### src/rtl/fa_pkg.sv
// Package: shared geometry of the split-line fetch aligner.
// Assumes power-of-two line size, set count and parity group size.
package fa_pkg;
    parameter int ADDR_W     = 16;
    parameter int LINE_BYTES = 32;
    parameter int SETS       = 8;
    parameter int PAR_BYTES  = 8;
    parameter int RD_PORTS   = 2;

    localparam int OFF_W      = $clog2(LINE_BYTES);
    localparam int HALF_BYTES = LINE_BYTES / 2;
    localparam int HALF_W     = HALF_BYTES * 8;
    localparam int LINE_W     = LINE_BYTES * 8;
    localparam int ROT_W      = $clog2(HALF_BYTES);
    localparam int IDX_W      = $clog2(SETS);
    localparam int LA_W       = ADDR_W - OFF_W;
    localparam int TAG_W      = LA_W - IDX_W;
    localparam int PAR_N      = LINE_BYTES / PAR_BYTES;
    localparam int GRP_HALF   = HALF_BYTES / PAR_BYTES;
endpackage

### src/rtl/code_line_store.sv
// Module: code_line_store
// Direct-mapped instruction line store built from flops, with RD_PORTS
// independent read ports, each carrying its own tag comparator.
// Assumes: writes come only from the fill port, one whole line at a time;
// reads are combinational and return pre-fill contents during a fill cycle.
module code_line_store
    import fa_pkg::*;
(
    input  logic              clk,
    input  logic              rst_n,
    input  logic              fill_en,
    input  logic [LA_W-1:0]   fill_line,
    input  logic [LINE_W-1:0] fill_data,
    input  logic [PAR_N-1:0]  fill_par,
    input  logic [LA_W-1:0]   rd_line [RD_PORTS],
    output logic              rd_hit  [RD_PORTS],
    output logic [LINE_W-1:0] rd_data [RD_PORTS],
    output logic [PAR_N-1:0]  rd_par  [RD_PORTS]
);
    logic [LINE_W-1:0] data_q [SETS];
    logic [TAG_W-1:0]  tag_q  [SETS];
    logic [PAR_N-1:0]  par_q  [SETS];
    logic [SETS-1:0]   vld_q;

    logic [IDX_W-1:0] fill_idx;
    assign fill_idx = fill_line[IDX_W-1:0];

    // Residency bits: cleared by reset, set by a fill.
    always_ff @(posedge clk) begin
        if (!rst_n) vld_q <= '0;
        else if (fill_en) vld_q[fill_idx] <= 1'b1;
    end

    // Line payload, tag and parity: written only by a fill.
    always_ff @(posedge clk) begin
        if (fill_en) begin
            data_q[fill_idx] <= fill_data;
            tag_q[fill_idx]  <= fill_line[LA_W-1:IDX_W];
            par_q[fill_idx]  <= fill_par;
        end
    end

    // One lookup path per read port.
    for (genvar p = 0; p < RD_PORTS; p++) begin : g_port
        logic [IDX_W-1:0] idx;
        assign idx        = rd_line[p][IDX_W-1:0];
        assign rd_hit[p]  = vld_q[idx] && (tag_q[idx] == rd_line[p][LA_W-1:IDX_W]);
        assign rd_data[p] = data_q[idx];
        assign rd_par[p]  = par_q[idx];
    end

    // a filled line is resident with its new tag one edge later.
    a_r9_fill_lands: assert property (@(posedge clk) disable iff (!rst_n)
        fill_en |=> vld_q[$past(fill_idx)] &&
                    (tag_q[$past(fill_idx)] == $past(fill_line[LA_W-1:IDX_W])));
endmodule

### src/rtl/half_rotator.sv
// Module: half_rotator
// Joins a first and a second half-line into one double-half span and
// rotates it right by `rot` bytes, so lane i carries span byte i+rot.
// Assumes rot < HALF_BYTES, so the selected index never wraps.
module half_rotator
    import fa_pkg::*;
(
    input  logic [HALF_W-1:0] first_half,
    input  logic [HALF_W-1:0] second_half,
    input  logic [ROT_W-1:0]  rot,
    output logic [HALF_W-1:0] window
);
    logic [2*HALF_W-1:0] span;
    assign span = {second_half, first_half};

    // One byte-wide selector per output lane.
    for (genvar i = 0; i < HALF_BYTES; i++) begin : g_lane
        logic [ROT_W:0] src;
        assign src = (ROT_W+1)'(i) + {1'b0, rot};
        assign window[8*i +: 8] = span[{src, 3'b000} +: 8];
    end
endmodule

### src/rtl/group_parity_check.sv
// Module: group_parity_check
// Recomputes even parity for each 8-byte group of the two selected halves
// and compares it with the stored bits; only enabled groups may flag.
// Assumes groups are PAR_BYTES wide and tile each half exactly.
module group_parity_check
    import fa_pkg::*;
(
    input  logic [2*HALF_W-1:0]   span,
    input  logic [2*GRP_HALF-1:0] span_par,
    input  logic [2*GRP_HALF-1:0] grp_en,
    output logic                  par_err
);
    logic [2*GRP_HALF-1:0] bad;

    // Per-group mismatch, gated by whether the group feeds any lane.
    for (genvar g = 0; g < 2*GRP_HALF; g++) begin : g_grp
        assign bad[g] = grp_en[g] && ((^span[g*PAR_BYTES*8 +: PAR_BYTES*8]) != span_par[g]);
    end

    assign par_err = |bad;
endmodule

### src/rtl/split_fetch_aligner.sv
// Module: split_fetch_aligner (top)
// Fetches a 16-byte instruction window starting at any byte address.
// When the window runs past the end of a line, the upper half of that
// line and the lower half of the next are read through two tag ports in
// one cycle, then rotated into program order. Results are registered.
// Assumes: fills and fetches share one clock; results are one edge late.
module split_fetch_aligner
    import fa_pkg::*;
(
    input  logic                  clk,
    input  logic                  rst_n,
    input  logic                  fill_en,
    input  logic [LA_W-1:0]       fill_line,
    input  logic [LINE_W-1:0]     fill_data,
    input  logic [PAR_N-1:0]      fill_par,
    input  logic                  fetch_en,
    input  logic [ADDR_W-1:0]     fetch_addr,
    output logic                  out_valid,
    output logic                  out_split,
    output logic                  out_hit,
    output logic                  out_miss_lo,
    output logic                  out_miss_hi,
    output logic                  out_par_err,
    output logic [HALF_BYTES-1:0] out_mask,
    output logic [HALF_W-1:0]     out_bytes
);
    logic [LA_W-1:0]   rd_line [RD_PORTS];
    logic              rd_hit  [RD_PORTS];
    logic [LINE_W-1:0] rd_data [RD_PORTS];
    logic [PAR_N-1:0]  rd_par  [RD_PORTS];

    logic [ROT_W-1:0] rot;
    logic             upper_sel;
    logic             split;

    assign rot       = fetch_addr[ROT_W-1:0];
    assign upper_sel = fetch_addr[OFF_W-1];
    assign split     = upper_sel && (rot != '0);

    // Port 0 looks up the addressed line, port 1 the following line.
    assign rd_line[0] = fetch_addr[ADDR_W-1:OFF_W];
    assign rd_line[1] = fetch_addr[ADDR_W-1:OFF_W] + 1'b1;

    code_line_store u_store (
        .clk       (clk),
        .rst_n     (rst_n),
        .fill_en   (fill_en),
        .fill_line (fill_line),
        .fill_data (fill_data),
        .fill_par  (fill_par),
        .rd_line   (rd_line),
        .rd_hit    (rd_hit),
        .rd_data   (rd_data),
        .rd_par    (rd_par)
    );

    logic [HALF_W-1:0]     first_half, second_half;
    logic [GRP_HALF-1:0]   first_par, second_par;
    logic                  first_hit, second_hit;

    // Half selection: the addressed half, then whichever half follows it.
    always_comb begin
        first_hit = rd_hit[0];
        if (upper_sel) begin
            first_half  = rd_data[0][LINE_W-1 -: HALF_W];
            first_par   = rd_par[0][PAR_N-1 -: GRP_HALF];
            second_half = rd_data[1][HALF_W-1:0];
            second_par  = rd_par[1][GRP_HALF-1:0];
            second_hit  = rd_hit[1];
        end else begin
            first_half  = rd_data[0][HALF_W-1:0];
            first_par   = rd_par[0][GRP_HALF-1:0];
            second_half = rd_data[0][LINE_W-1 -: HALF_W];
            second_par  = rd_par[0][PAR_N-1 -: GRP_HALF];
            second_hit  = rd_hit[0];
        end
    end

    logic [HALF_W-1:0] window;

    half_rotator u_rot (
        .first_half  (first_half),
        .second_half (second_half),
        .rot         (rot),
        .window      (window)
    );

    logic [HALF_BYTES-1:0] mask;

    // Lane validity follows the residency of the lane's source half.
    for (genvar i = 0; i < HALF_BYTES; i++) begin : g_mask
        logic [ROT_W:0] pos;
        assign pos     = (ROT_W+1)'(i) + {1'b0, rot};
        assign mask[i] = pos[ROT_W] ? second_hit : first_hit;
    end

    logic [2*GRP_HALF-1:0] grp_en;

    // A group is checked only if it supplies a lane and its line is resident.
    for (genvar c = 0; c < GRP_HALF; c++) begin : g_gen
        assign grp_en[c]          = first_hit &&
                                    ({1'b0, rot} < (ROT_W+1)'((c+1)*PAR_BYTES));
        assign grp_en[GRP_HALF+c] = second_hit &&
                                    ({1'b0, rot} > (ROT_W+1)'(c*PAR_BYTES));
    end

    logic par_err;

    group_parity_check u_par (
        .span     ({second_half, first_half}),
        .span_par ({second_par, first_par}),
        .grp_en   (grp_en),
        .par_err  (par_err)
    );

    logic miss_lo, miss_hi;
    assign miss_lo = !rd_hit[0];
    assign miss_hi = split && !rd_hit[1];

    // Request flag register.
    always_ff @(posedge clk) begin
        if (!rst_n) out_valid <= 1'b0;
        else        out_valid <= fetch_en;
    end

    // Result registers, loaded on each request.
    always_ff @(posedge clk) begin
        if (!rst_n) begin
            out_split   <= 1'b0;
            out_hit     <= 1'b0;
            out_miss_lo <= 1'b0;
            out_miss_hi <= 1'b0;
            out_par_err <= 1'b0;
            out_mask    <= '0;
            out_bytes   <= '0;
        end else if (fetch_en) begin
            out_split   <= split;
            out_hit     <= !miss_lo && !miss_hi;
            out_miss_lo <= miss_lo;
            out_miss_hi <= miss_hi;
            out_par_err <= par_err;
            out_mask    <= mask;
            out_bytes   <= window;
        end
    end

    // one result per request, one edge later.
    a_r1_result_follows_req: assert property (@(posedge clk) disable iff (!rst_n)
        fetch_en |=> out_valid);
    a_r1_no_spurious_result: assert property (@(posedge clk) disable iff (!rst_n)
        !fetch_en |=> !out_valid);
    // a hit means every lane is valid.
    a_r5_hit_full_mask: assert property (@(posedge clk) disable iff (!rst_n)
        (out_valid && out_hit) |-> (out_mask == '1));
    // hit and miss flags are mutually consistent.
    a_r6_hit_vs_miss: assert property (@(posedge clk) disable iff (!rst_n)
        out_valid |-> (out_hit == !(out_miss_lo || out_miss_hi)));
    // a single-line window never blames the next line.
    a_r4_single_no_hi_miss: assert property (@(posedge clk) disable iff (!rst_n)
        (out_valid && !out_split) |-> !out_miss_hi);
endmodule

### config.mk
export PLATFORM = sky130hd
export DESIGN_NAME = split_fetch_aligner
export DESIGN_NICKNAME = d
export VERILOG_FILES = /design/src/rtl/fa_pkg.sv /design/src/rtl/code_line_store.sv /design/src/rtl/half_rotator.sv /design/src/rtl/group_parity_check.sv /design/src/rtl/split_fetch_aligner.sv
export SDC_FILE = /design/constraint.sdc
export NUM_CORES = 2
export LEC_CHECK = 0
export ABC_CLOCK_PERIOD_IN_PS = 34100
export BUFFER_PORTS_ARGS = -buffer_cell sky130_fd_sc_hd__buf_4
export CAP_MARGIN = 20
export CORE_MARGIN = 1
export CORE_UTILIZATION = 55
export CTS_CLUSTER_SIZE = 28
export DETAILED_ROUTE_END_ITERATION = 8
export PLACE_DENSITY = 0.76
export SYNTH_ARGS = -nofsm -noshare
export SYNTH_HDL_FRONTEND = slang
export SYNTH_SLANG_ARGS = --single-unit
export TNS_END_PERCENT = 20
### constraint.sdc
create_clock -name clk -period 34.1 [get_ports clk]
set_input_delay 6.82 -clock clk [delete_from_list [all_inputs] [get_ports clk]]
set_output_delay 6.82 -clock clk [all_outputs]
set_load 0.005 [all_outputs]
==> impl_metrics.env <==
export IMPL_syn_inst=6707
export IMPL_final_cells=9900
export IMPL_via_per_inst=6.87
export IMPL_gp_congestion=1.06
export IMPL_cts_path_max_buffers=3
export IMPL_cts_root_buf="clkbuf_16"
export IMPL_slew_violations=0
export IMPL_die_y_microns=449
export IMPL_drtPass1Iterations=6
export IMPL_clock_sinks=2302
export IMPL_ant_nets=0
export IMPL_die_area_sq_um=201000
export IMPL_synthArstFlopShare_pct=0
export IMPL_ys_warn_count=0
export IMPL_drt_iter0_markers=10200
export IMPL_clock_fmax_mhz=78.5
export IMPL_syn_avg_cell_area_sq_um=16.4
export IMPL_track_usage_pct=35.5
export IMPL_grt_pass1_wl_microns=502000
export IMPL_postCtsResizedCells=0
export IMPL_drc=0
export IMPL_syn_num_nets=6999
export IMPL_p_int_mw=5.11
export IMPL_hpwlAfterDp_microns=246000
export IMPL_synth_edf_count=2144
export IMPL_reg2regPathDepth=12
export IMPL_final_common_cell="edfxtp_1"
export IMPL_worst_slew_pin_slew_ns=1.40
export IMPL_cts_tree="built"
export IMPL_worst_slack_ns=21.36
export IMPL_period_share_pct=37.4
export IMPL_pin_count=441
export IMPL_relSlewSlack_pct=6.50
export IMPL_dp_slack_ns=20.41
export IMPL_worstPathArrival_ns=13.57
export IMPL_dp_cells=9458
export IMPL_synth_seq_area_share_pct=61.6
export IMPL_worst_hold_path_num_cells=2
export IMPL_wl_per_cell_microns=36.4
export IMPL_synth_seq_cells=2302
export IMPL_antenna_found_initial=51
export IMPL_clkSlewWorstSetupHoldPaths_ns=0.07
export IMPL_p_seq_share_pct=46.4
export IMPL_comb_power_share_pct=18.4
export IMPL_vias=68000
export IMPL_cp_required_ns=34.94
export IMPL_power_density_nw_per_um2=57.2
export IMPL_status="completed"
export IMPL_fin_setup_tns_ns=0
export IMPL_initial_core_util_pct=55.5
export IMPL_coreArea_sq_um=198000
export IMPL_synthToLayoutAreaGrowth_pct=11.4
export IMPL_io_buffers=440
export IMPL_clock_power_share_pct=35.2
export IMPL_synth_area_top_cells="edfxtp_1, mux4_2, mux2i_1"
export IMPL_final_hold_viol_count=0
export IMPL_critPathKind="input pin to flip-flop"
export IMPL_fin_crit_ns=12.74
export IMPL_finalSetupViolations=0
export IMPL_die_x_microns=449
export IMPL_cts_hold_buf=0
export IMPL_synth_top_area_cell="edfxtp_1"
export IMPL_grt_max_degree=120
export IMPL_timing_rr_start="u_store.data_q[6][146]$_DFFE_PP_"
export IMPL_worstHoldPathType="flip-flop to flip-flop"
export IMPL_cts_setup_buffers=0
export IMPL_crit_path_start_kind="input pin"
export IMPL_rsz0062_at_grt="false"
export IMPL_numCtsBuffers=223
export IMPL_wirelength_microns=361000
export IMPL_insertion_delay_ns=0.91
export IMPL_finClkSkew_ns=0.0579
export IMPL_layout_nets=7342
export IMPL_synth_flop_cell="edfxtp_1"
export IMPL_netSwitchingFraction_pct=27.0
export IMPL_syn_area_sq_um=110000
export IMPL_p_sw_mw=1.88
export IMPL_layout_common_cells="edfxtp_1, mux4_2, buf_4"
export IMPL_maxCapViolations=0
export IMPL_max_vdd_ir_drop_uv=56.3
export IMPL_r2r_end="out_par_err$_SDFFE_PN0P_"
export IMPL_overflow=0
export IMPL_grt_pass1_vias=64700
export IMPL_total_power_mw=6.99
export IMPL_p_leak_nw=41.7
export IMPL_final_util_pct=61.8
export IMPL_min_delay_start="out_bytes[97]$_SDFFE_PN0P_"
export IMPL_synth_cell_types=78
export IMPL_r2r_slack_ns=29.47
export IMPL_synth_top_area_share_pct=58.7
export IMPL_crit_path_end_kind="flip-flop"
export IMPL_drive_gt1_share_pct=25.9
export IMPL_std_cell_rows=163
export IMPL_holdPathEnd="out_bytes[97]$_SDFFE_PN0P_"
export IMPL_critPathMaxFanout=46
export IMPL_ctsHtreeMaxLevel=4
## Yosys cell counts, types with 29 or more instances
| library cell | instances |
|---|---|
| buf_4 | 76 |
| xnor2_1 | 239 |
| nand2_1 | 532 |
| clkbuf_1 | 165 |
| buf_6 | 79 |
| edfxtp_1 | 2144 |
| dfxtp_1 | 158 |
| a211oi_1 | 67 |
| mux2_2 | 129 |
| a221oi_1 | 34 |
| mux4_2 | 753 |
| buf_2 | 80 |
| nor2b_1 | 116 |
| nor2_1 | 343 |
| a31oi_1 | 32 |
| o21ai_0 | 211 |
| nand3_1 | 29 |
| a22oi_1 | 65 |
| xor2_1 | 84 |
| buf_1 | 65 |
| o211ai_1 | 51 |
| a21oi_1 | 277 |
| nor3_1 | 31 |
| mux2i_1 | 567 |
## area by class of cell
class	count	area, sq um
fill	14000	75600
inverter	19	95.1
multi-input combinational	3899	39100
tap	2640	3300
clock buffer	265	5890
timing repair buffer	605	4800
clock inverter	142	1380
antenna	28	70.1
sequential	2302	67500
## worst max-delay path, cell delays in order
cell     delay, ns
buf_8         0.40
ha_4          0.80
buf_4         0.72
buf_4         0.79
buf_4         0.64
mux4_2        0.59
o22ai_1       0.43
a21oi_1       0.18
buf_4         0.25
xnor2_1       0.15
xnor2_1       0.22
xnor3_1       0.40
xnor2_1       0.22
xnor3_1       0.34
o22a_1        0.19
nor2_1        0.09
o221a_1       0.18
## per-layer routing
layer / wire length (microns) / global-route usage [%] / share of wire [%]
met5: 238 / 0 / 0.066
met4: 20500 / 18.4 / 5.7
met3: 43200 / 9.72 / 12
met2: 162000 / 52.2 / 45
met1: 135000 / 48.6 / 37
## power groups by stage
stage / clock network, mW / registers (mW) / logic (mW)
2_1_floorplan: 0 / 3.30 / 0.795
6_report: 2.46 / 3.24 / 1.28
4_1_cts: 2.48 / 3.24 / 1.25
3_3_place_gp: 0 / 3.29 / 1.23
5_1_grt: 2.58 / 3.25 / 1.32
3_5_place_dp: 0 / 3.30 / 1.24
## registers in the layout, indices dropped and copies added (netlist names)
register,count
out_hit,1
out_bytes,128
u_store.tag_q,64
u_store.par_q,32
out_miss_lo,1
out_mask,16
out_valid,1
out_par_err,1
out_miss_hi,1
u_store.vld_q,8
out_split,1
u_store.data_q,2048
## stage by stage
| step | hold WS, ns | instance area [sq um] |
|---|---|---|
| 6_report | 0.487 | 122000 |
| 3_5_place_dp | 0.477 | 115000 |
| 4_1_cts | 0.486 | 122000 |
| 5_1_grt | 0.508 | 122000 |
| 3_3_place_gp | 0.464 | 115000 |
| 2_1_floorplan | 0.452 | 110000 |
## how the worst max path moves through the flow
stage | start | end | cells past startpoint
after detailed placement | fetch_addr[6] | out_par_err$_SDFFE_PN0P_ | 17
after CTS | fetch_addr[6] | out_par_err$_SDFFE_PN0P_ | 17
final | fetch_addr[6] | out_par_err$_SDFFE_PN0P_ | 17
after floorplan | fill_line[2] | u_store.data_q[0][0]$_DFFE_PP_ | 1
after global routing | fetch_addr[6] | out_par_err$_SDFFE_PN0P_ | 17
after global placement | fetch_addr[6] | out_par_err$_SDFFE_PN0P_ | 17
## logic make-up (layout without fill, tap and decap cells)
| logic type | count (synthesis) | in the layout | share of synthesized area, % |
|---|---|---|---|
| flops | 2302 | 2302 | 61.6 |
| compound gates | 940 | 940 | 5.43 |
| xor+xnor | 345 | 345 | 3.01 |
| buf+inv | 506 | 1031 | 2.91 |
| other cells | 0 | 28 | 0 |
| simple gates | 1133 | 1133 | 4.40 |
| mux | 1480 | 1480 | 22.7 |
| fa+ha+maj | 1 | 1 | 0.0114 |
Power figures use the tool's default switching activity.
